==> config.mk <==
export PLATFORM = sky130hd
export DESIGN_NAME = tlb_nru_top
export DESIGN_NICKNAME = d
export VERILOG_FILES = /design/src/rtl/tlb_pkg.sv /design/src/rtl/tlb_cam.sv /design/src/rtl/tlb_victim.sv /design/src/rtl/tlb_nru_top.sv
export SDC_FILE = /design/constraint.sdc
export NUM_CORES = 1
export LEC_CHECK = 0
export ABC_AREA = 1
export CAP_MARGIN = 20
export CELL_PAD_IN_SITES_DETAIL_PLACEMENT = 0
export CELL_PAD_IN_SITES_GLOBAL_PLACEMENT = 1
export CORE_ASPECT_RATIO = 0.9
export CORE_MARGIN = 2
export CORE_UTILIZATION = 47
export CTS_BUF_LIST = sky130_fd_sc_hd__clkbuf_8
export CTS_CLUSTER_SIZE = 14
export DETAILED_ROUTE_END_ITERATION = 8
export PLACE_DENSITY = 0.76
export SYNTH_ARGS = -nofsm -noshare
export SYNTH_HDL_FRONTEND = slang
export SYNTH_SLANG_ARGS = --single-unit
==> constraint.sdc <==
create_clock -name clk -period 3.76 [get_ports clk]
set_clock_uncertainty 0.2 [all_clocks]
set_input_delay 0.564 -clock clk [delete_from_list [all_inputs] [get_ports clk]]
set_output_delay 0.564 -clock clk [all_outputs]
set_load 0.05 [all_outputs]
==> src/rtl/tlb_pkg.sv <==
package tlb_pkg;
    // Outcome of the lookup presented in the previous cycle
    typedef enum logic [1:0] {
        RS_IDLE  = 2'd0,
        RS_HIT   = 2'd1,
        RS_MISS  = 2'd2,
        RS_FAULT = 2'd3
    } resp_e;

    // Protection field bit positions
    localparam int PROT_RD = 0;
    localparam int PROT_WR = 1;
    localparam int PROT_W  = 2;
endpackage

==> src/rtl/tlb_cam.sv <==
module tlb_cam #(
    parameter int ENTRIES = 16,
    parameter int TAG_W   = 20,
    localparam int IDX_W  = $clog2(ENTRIES)
) (
    input  logic [ENTRIES-1:0]            valid,
    input  logic [ENTRIES-1:0][TAG_W-1:0] tags,
    input  logic [TAG_W-1:0]              key,
    output logic                          any_match,
    output logic [IDX_W-1:0]              match_idx
);
    logic [ENTRIES-1:0] match_vec;

    // one comparator per entry, all in parallel
    for (genvar g = 0; g < ENTRIES; g++) begin : g_cmp
        assign match_vec[g] = valid[g] && (tags[g] == key);
    end

    always_comb begin
        match_idx = '0;
        for (int i = ENTRIES - 1; i >= 0; i--) begin
            if (match_vec[i]) match_idx = IDX_W'(i);
        end
    end

    assign any_match = |match_vec;
endmodule

==> src/rtl/tlb_victim.sv <==
module tlb_victim #(
    parameter int ENTRIES = 16,
    localparam int IDX_W  = $clog2(ENTRIES)
) (
    input  logic [ENTRIES-1:0] valid,
    input  logic [ENTRIES-1:0] used,
    output logic [IDX_W-1:0]   victim
);
    logic [IDX_W-1:0] free_idx, cold_idx;
    logic             have_free, have_cold;

    always_comb begin
        free_idx  = '0;
        cold_idx  = '0;
        have_free = 1'b0;
        have_cold = 1'b0;
        for (int i = ENTRIES - 1; i >= 0; i--) begin
            if (!valid[i]) begin
                free_idx  = IDX_W'(i);
                have_free = 1'b1;
            end
            if (!used[i]) begin
                cold_idx  = IDX_W'(i);
                have_cold = 1'b1;
            end
        end
        if (have_free)      victim = free_idx;
        else if (have_cold) victim = cold_idx;
        else                victim = '0;
    end
endmodule

==> src/rtl/tlb_nru_top.sv <==
module tlb_nru_top
    import tlb_pkg::*;
#(
    parameter int ENTRIES   = 16,
    parameter int VA_W      = 32,
    parameter int PA_W      = 32,
    parameter int PAGE_BITS = 12,
    localparam int IDX_W    = $clog2(ENTRIES),
    localparam int VPN_W    = VA_W - PAGE_BITS,
    localparam int PPN_W    = PA_W - PAGE_BITS
) (
    input  logic             clk,
    input  logic             rst_n,
    input  logic             lk_valid,
    input  logic             lk_write,
    input  logic [VA_W-1:0]  lk_vaddr,
    input  logic             rf_valid,
    input  logic [VPN_W-1:0] rf_vpn,
    input  logic [PPN_W-1:0] rf_ppn,
    input  logic [PROT_W-1:0] rf_prot,
    input  logic             ref_clear,
    input  logic             flush,
    output logic             rsp_hit,
    output logic             rsp_miss,
    output logic             rsp_fault,
    output logic [PA_W-1:0]  rsp_paddr,
    output logic             rsp_dirty,
    output logic [IDX_W-1:0] victim_idx
);
    // entry storage
    logic [ENTRIES-1:0]             val_q, use_q, drt_q;
    logic [ENTRIES-1:0]             val_n, use_n, drt_n;
    logic [ENTRIES-1:0][VPN_W-1:0]  tag_q;
    logic [ENTRIES-1:0][PPN_W-1:0]  ppn_q;
    logic [ENTRIES-1:0][PROT_W-1:0] prot_q;

    // response state
    resp_e           st_q, st_n;
    logic [PA_W-1:0] pa_q, pa_n;
    logic            dty_q, dty_n;

    logic             hit_any;
    logic [IDX_W-1:0] hit_idx;
    logic             allowed;

    tlb_cam #(.ENTRIES(ENTRIES), .TAG_W(VPN_W)) u_cam (
        .valid     (val_q),
        .tags      (tag_q),
        .key       (lk_vaddr[VA_W-1:PAGE_BITS]),
        .any_match (hit_any),
        .match_idx (hit_idx)
    );

    tlb_victim #(.ENTRIES(ENTRIES)) u_victim (
        .valid  (val_q),
        .used   (use_q),
        .victim (victim_idx)
    );

    assign allowed = lk_write ? prot_q[hit_idx][PROT_WR] : prot_q[hit_idx][PROT_RD];

    // entry bookkeeping: tick, then lookup, then refill, then flush
    always_comb begin
        val_n = val_q;
        use_n = ref_clear ? '0 : use_q;
        drt_n = drt_q;
        if (lk_valid && hit_any) begin
            use_n[hit_idx] = 1'b1;
            if (lk_write && allowed) drt_n[hit_idx] = 1'b1;
        end
        if (rf_valid) begin
            val_n[victim_idx] = 1'b1;
            use_n[victim_idx] = 1'b1;
            drt_n[victim_idx] = 1'b0;
        end
        if (flush) val_n = '0;
    end

    always_ff @(posedge clk) begin
        if (!rst_n) begin
            val_q <= '0;
            use_q <= '0;
            drt_q <= '0;
        end else begin
            val_q <= val_n;
            use_q <= use_n;
            drt_q <= drt_n;
        end
    end

    always_ff @(posedge clk) begin
        if (rf_valid) begin
            tag_q[victim_idx]  <= rf_vpn;
            ppn_q[victim_idx]  <= rf_ppn;
            prot_q[victim_idx] <= rf_prot;
        end
    end

    // next response state
    always_comb begin
        st_n  = RS_IDLE;
        pa_n  = '0;
        dty_n = 1'b0;
        if (lk_valid) begin
            if (!hit_any) begin
                st_n = RS_MISS;
            end else if (!allowed) begin
                st_n = RS_FAULT;
            end else begin
                st_n  = RS_HIT;
                pa_n  = {ppn_q[hit_idx], lk_vaddr[PAGE_BITS-1:0]};
                dty_n = drt_q[hit_idx] | lk_write;
            end
        end
    end

    // state register
    always_ff @(posedge clk) begin
        if (!rst_n) begin
            st_q  <= RS_IDLE;
            pa_q  <= '0;
            dty_q <= 1'b0;
        end else begin
            st_q  <= st_n;
            pa_q  <= pa_n;
            dty_q <= dty_n;
        end
    end

    // outputs from state
    always_comb begin
        rsp_hit   = 1'b0;
        rsp_miss  = 1'b0;
        rsp_fault = 1'b0;
        unique case (st_q)
            RS_IDLE:  ;
            RS_HIT:   rsp_hit   = 1'b1;
            RS_MISS:  rsp_miss  = 1'b1;
            RS_FAULT: rsp_fault = 1'b1;
        endcase
        rsp_paddr = pa_q;
        rsp_dirty = dty_q;
    end
endmodule

======== Word-level counts from Yosys, hierarchy flattened ========
Index checks and enable logic that the tools add are counted.
word-level totals
  register bits after elaboration ......... 755
  input bits .............................. 81
  output and inout bits ................... 40
  logic and storage cells ................. 222
operators by class
  magnitude comparators ................... 4
  eq/ne operators ......................... 19
  muxes and demuxes ....................... 111
  bitwise operators ....................... 8
  reduce and logical (&&, ||, !) cells .... 25
operator list
  kind                number
  $bwmux 320          2
  $eq 20x20->1        16
  $mux 4              50
  $mux 16             6
  $bmux 20 s4         1
  $demux 20 s4        1
  $or 16x16->16       4
  $mux 20             2
  $mux 1              39
  $bwmux 32           1
  $logic_and 1x1->1   20
  $and 16x16->16      1
  $not 16->16         1
  $reduce_or 16->1    1
  $lt 4x5->1 const B  2
  $bmux 2 s4          1
  $demux 1 s4         2
  $demux 2 s4         1
  $ge 4x1->1 const B  2
  $mux 2              4
  $bmux 1 s4          1
  $eq 2x2->1 const B  2
  $reduce_and 4->1    1
  $reduce_and 3->1    1
  other kinds (5)     5

======== Depth between registers and ports, before layout ========
  word-level depth ........................ 27
  mapped depth ............................ 34
  depth with buffers taken out ............ 32

======== By module ========
From an unflattened synthesis, not the netlist that was laid out.
second synthesis, totals
  cells, all modules ...................... 2401
  area, all modules ....................... 30384.1 sq um
modules (own cells, without submodules)
  module       instances  cells each  area an instance (sq um)  sequential area each (sq um)
  tlb_nru_top  1          1555        25747.2                   21840.9
  tlb_cam      1          768         4295.4                    0.0
  tlb_victim   1          78          341.6                     0.0

======== Least setup slack after synthesis ========
No wires, ideal clock.
  path kind ............................... register -> register
  start point ............................. reg use_q[1]
  end point ............................... reg use_q[11]
  library setup time ...................... 58 ps
  data arrival time ....................... 4378 ps
  required time ........................... 3502 ps
  path slack .............................. -876 ps
  stages on the path, launching flop included .. 14
  buffers on the path ..................... 0
  period minus slack after synthesis ...... 4636 ps
  cell sequence ........................... dfxtp_1 inv_1 nor4_1 o21ai_0 a21oi_1 inv_1 nor2_1 inv_1 nor2_1 inv_1 nor2_1 inv_1 o21ai_0 o21a_1
between the ends
  word-level cells in the longest chain between the ends .. 10
  elaborated cells on any way between the ends .. 13
  those cells by class .................... order compare (2); mux (9); bitwise (1); reduce/logical (1)
ends and longest elaborated chain
  item                                                            line               source
  start, declared                                                 tlb_nru_top.sv:31  logic [ENTRIES-1:0] val_q, use_q, drt_q;
  start signal, assigned                                          tlb_nru_top.sv:86  use_q <= use_n;
  $mux 4 or $mux 1 (tied branches) (2 in series)                  tlb_victim.sv:22   if (!used[i]) begin
  $mux 4 (*)                                                      tlb_victim.sv:28   else if (have_cold) victim = cold_idx;
  $mux 4 (*)                                                      tlb_victim.sv:27   if (have_free) victim = free_idx;
  via victim_idx[3]                                               tlb_nru_top.sv:28  output logic [IDX_W-1:0] victim_idx
  $lt 4x5->1 (not written as such) or $ge 4x1->1 (tied branches)  tlb_nru_top.sv:73  use_n[victim_idx] = 1'b1;
  $logic_and 1x1->1 (not written as such)                         tlb_nru_top.sv:73
  $mux 1 (not written as such)                                    tlb_nru_top.sv:73
  $demux 1 s4 (*)                                                 tlb_nru_top.sv:73
  $or 16x16->16 (no line) (*)                                     n/a
  $mux 16 (*)                                                     tlb_nru_top.sv:71  if (rf_valid) begin
Mark *: on every way through the listed nets, which the timed path passes. The rest lies on a longest branch.
A chain may end at the register's enable or synchronous reset.

======== Worst setup path after layout ========
  start point ............................. in lk_vaddr[16]
  end point ............................... reg pa_q[28] (netlist: rsp_paddr[28])
between the ends
  word-level cells in the longest chain between the ends .. 22
  elaborated cells on any way between the ends .. 55
  those cells by class .................... eq/ne (16); mux (21); reduce/logical (18)
ends and longest elaborated chain
  item                          line                source
  start, declared               tlb_nru_top.sv:16   input logic [VA_W-1:0] lk_vaddr,
  $eq 20x20->1                  tlb_cam.sv:16       assign match_vec[g] = valid[g] && (tags[g] == key);
  $logic_and 1x1->1             tlb_cam.sv:16
  $mux 4 (16 in series)         tlb_cam.sv:22       if (match_vec[i]) match_idx = IDX_W'(i);
  $bmux 2 s4                    tlb_nru_top.sv:60   assign allowed = lk_write ? prot_q[hit_idx][PROT_WR] : prot_q[hit_idx][PROT_RD];
  $mux 2 (not written as such)  tlb_nru_top.sv:60
  $mux 1                        tlb_nru_top.sv:60
  $reduce_and 4->1 (no line)    n/a
  end signal, assigned          tlb_nru_top.sv:125  pa_q <= pa_n;
  end, declared                 tlb_nru_top.sv:39   logic [PA_W-1:0] pa_q, pa_n;
Several ways; a longest one is shown, not always the timed one. The select of a mux whose other input is x is not followed.

==> out/qor.csv <==
stage,metric,value,unit
global_route,gr ovfl total,0,
setup_path,"CP delay by family, top",simple AND/OR/NAND/NOR gates,
setup_path,max incr delay on CP,520,ps
logic_synthesis,Post-Syn Area per Cell,11.9,sq um
min_path,min-delay worst type,input pin to register,
cells_and_area,post-layout util,0.585,
logic_synthesis,synthesized area,31400,sq um
cts,H-tree levels,3,
cells_and_area,Nets,3127,
placement,placed insts,3769,
logic_synthesis,share of the synthesized area in the top cell type,0.643,
sta,Achievable Freq,273,MHz
sta,max-slew violation count,0,
run,Max Cap Viol,0,
cells_and_area,post-route design area,38500,sq um
floorplan,Die Ht,249,um
outcome,status,finished clean,
setup_path,Setup CP Type,input pin to register,
floorplan,total core area,65800,sq um
logic_synthesis,synth unique cells,55,
cts,CTS tree,yes,
setup_path,Critical-path top delay cell,clkdlybuf4s50_1,
pwr,VDD IR max,0.243,mV
drt,DRT iter0 DRCs,2750,
logic_synthesis,Cells after Synth,2647,
floorplan,# IOs,121,
pwr,Power per Cell Area,430,nW/um^2
logic_synthesis,leading area contributor after synthesis,edfxtp_1,
logic_synthesis,ys flop type,edfxtp_1,
global_route,initial antenna violation count,4,
drt,DR vias/cell,5.54,
logic_synthesis,Post-synth EDFFs,672,
cts,Num CTS Buffers,118,
global_route,global-route wire length before repair,139000,um
sta,Least-Margin Pin Slew,1130,ps
cells_and_area,layout cells sized above 1,0.183,
logic_synthesis,Async SR Flop Fraction,0,
cts,"Clk pin slew, worst setup/hold paths",60,ps
setup_path,Critical Path Source Type,input pin,
cts,worst skew pair latency,750,ps
placement,Placed Area,35600,sq um
placement,IO buf count,120,
setup_path,"Arr. time, crit path",4130,ps
setup_path,Critical Path RT,4230,ps
drt,total wire length after detailed routing,94700,um
drt,DR pass1 iterations,6,
floorplan,die extent in x,276,um
drt,DRC,0,
sta,fin crit period,3660,ps
cells_and_area,"Cell Count, Final, Fillers Out",4010,
logic_synthesis,#FFs+latches synth,755,
placement,DP HPWL,59600,um
drt,antenna-violating nets left,0,
setup_path,CP bufs+invs,7,
drt,WL per Instance,23.6,um
global_route,vias in the first global route,21500,
logic_synthesis,Post-Syn Nets,2728,
setup_path,CP endpoint kind,register,
sta,Final Cycle Share,0.973,
global_route,total track usage,0.272,
cts,Max Buffers Root-to-Sink,3,
floorplan,die area,68900,sq um
cts,CTS root buf,clkbuf_8,
pwr,Leak,14.1,nW
global_route,pin count of the biggest net entering global routing,44,
logic_synthesis,Yosys warning total,0,
sta,final setup fails,0,
sta,normalized max-slew margin,0.242,
floorplan,starting density of the core,0.477,
cts,clk sink count,755,
sta,Final Hold Vio Count,0,
logic_synthesis,dominant cells by area after synthesis,"edfxtp_1 64%, nand2_1 8.8%, dfxtp_1 5.3%",
setup_path,cell mode on critical path,nand2_1,
cells_and_area,Synth-to-Final Area Change,22.7,%
floorplan,row count,89,
logic_synthesis,sequential share of the synthesized area,0.696,
drt,via count,22200,
sta,setup repair after global routing missed its margin,yes,
placement,global placement routability congestion,0.906,
setup_path,Crit Path Max Fanout,7,
cells_and_area,FILL cells,5313,
[per-layer routing]
metal	vias to the layer above	part of all wire	track usage
li1	10100	-	-
met1	10900	0.42	0.388
met2	1123	0.46	0.419
met3	162	0.10	0.0587
met4	0	0.025	0.0829
met5	-	0	0
[final cells by class]
type                            count  area (sq um)  area share
Sequential cell                   755         21800       0.567
Timing Repair Buffer              382          4150       0.108
Multi-Input combinational cell   1573          8400       0.218
Clock buffer                      124          1710      0.0443
Timing Repair inverter              1          7.51    0.000195
Inverter                          215           836      0.0217
Tap cell                          864          1080      0.0281
Clock inverter                     93           489      0.0127
Antenna cell                        3          7.51    0.000195
[sequential cells by signal (all words and copies together) (netlist names)]
signal     flops
st_q           2
use_q         16
rsp_dirty      1
prot_q        32
drt_q         16
ppn_q        320
tag_q        320
rsp_paddr     32
val_q         16
[Yosys cell counts (10+ instances only)]
master,count
nand4_1,103
clkbuf_1,24
buf_2,24
a22o_1,10
xor2_1,34
o21ai_1,13
nor4_1,26
o22ai_1,45
nand3b_1,13
a21oi_1,65
nor2_4,32
inv_1,192
nor2_1,152
nor3_1,13
buf_6,28
nand2_1,734
o2111ai_1,10
o21ai_0,99
dfxtp_1,83
buf_4,25
inv_2,19
nand3_1,80
edfxtp_1,672
xnor2_1,60
[worst min-delay path, cell delays in order]
cell	delay [ps]
clkdlybuf4s50_1	400
inv_1	60
nor2_1	40
[cells in the final DEF (no fill, tap or decap), types with 5 or more instances in the layout]
cell / n
dfxtp_1: 80
nand3b_1: 13
edfxtp_1: 672
o22ai_1: 45
a31oi_1: 5
nor2_4: 54
xnor2_1: 59
clkbuf_8: 124
buf_4: 184
dlymetal6s2s_1: 15
nand3_2: 9
nand2_1: 724
o21ai_1: 17
inv_2: 14
a221oi_1: 5
nor2_2: 14
nor2_1: 116
o21a_1: 9
o2111ai_1: 9
nor4_1: 18
nand2_2: 15
clkdlybuf4s50_1: 100
buf_12: 60
a21oi_1: 63
o21ai_0: 93
a22o_1: 10
nand4_1: 103
inv_1: 239
xor2_1: 34
clkinv_1: 26
o211ai_1: 9
buf_6: 11
or2_2: 6
clkinv_2: 14
nor4_2: 12
nand2_4: 7
nand3_1: 72
nor3_1: 11
inv_4: 6
[where the power goes]
part	switching, mW	total (mW)	internal [mW]	leakage [nW]
registers	0.0164	9.19	9.17	6.74
clock network	3.20	6.52	3.31	1.31
logic	0.555	0.863	0.309	6.02
[timing repair]
item | CTS | global route
cloned | 2 | 3
hold buffers | 0 | 0
resized for setup | 35 | 91
buffers inserted | 4 | 10
endpoints found under the setup margin | 50 | 56
pin swaps | 10 | 32
[kinds of logic (layout without fill, tap and decap cells)]
logic type | count (synthesis) | after routing | synth area share
and+or+nand+nor | 1190 | 1190 | 0.172
AOI/OAI and AO/OA | 289 | 289 | 0.0552
buffers and inverters | 319 | 815 | 0.0506
xor gates and xnor gates | 94 | 94 | 0.0262
other | 0 | 3 | 0
DFF | 755 | 755 | 0.696
[final timing paths]
check	start	to	slack, ps	cells past startpoint
worst max-delay path	lk_vaddr[16]	rsp_paddr[28]	100	34
worst min-delay path	lk_vaddr[0]	rsp_paddr[0]	180	3
worst max register to register	tag_q[158]	rsp_paddr[22]	140	24
worst min register to register	drt_q[1]	drt_q[1]	250	2
[metrics by stage]
stage                     hold WS, ps  worst slack (ps)  power, mW  TNS, ps
after floorplan                   227              -659       9.69   -75140
after global placement            237              -977       10.2   -49940
after detailed placement          239             -1070       10.2   -53940
after CTS                         133              7.93       16.6        0
after global routing              164             -35.9       17.1     -556
final                             184               101       16.6        0
Power figures use the tool's default switching activity.
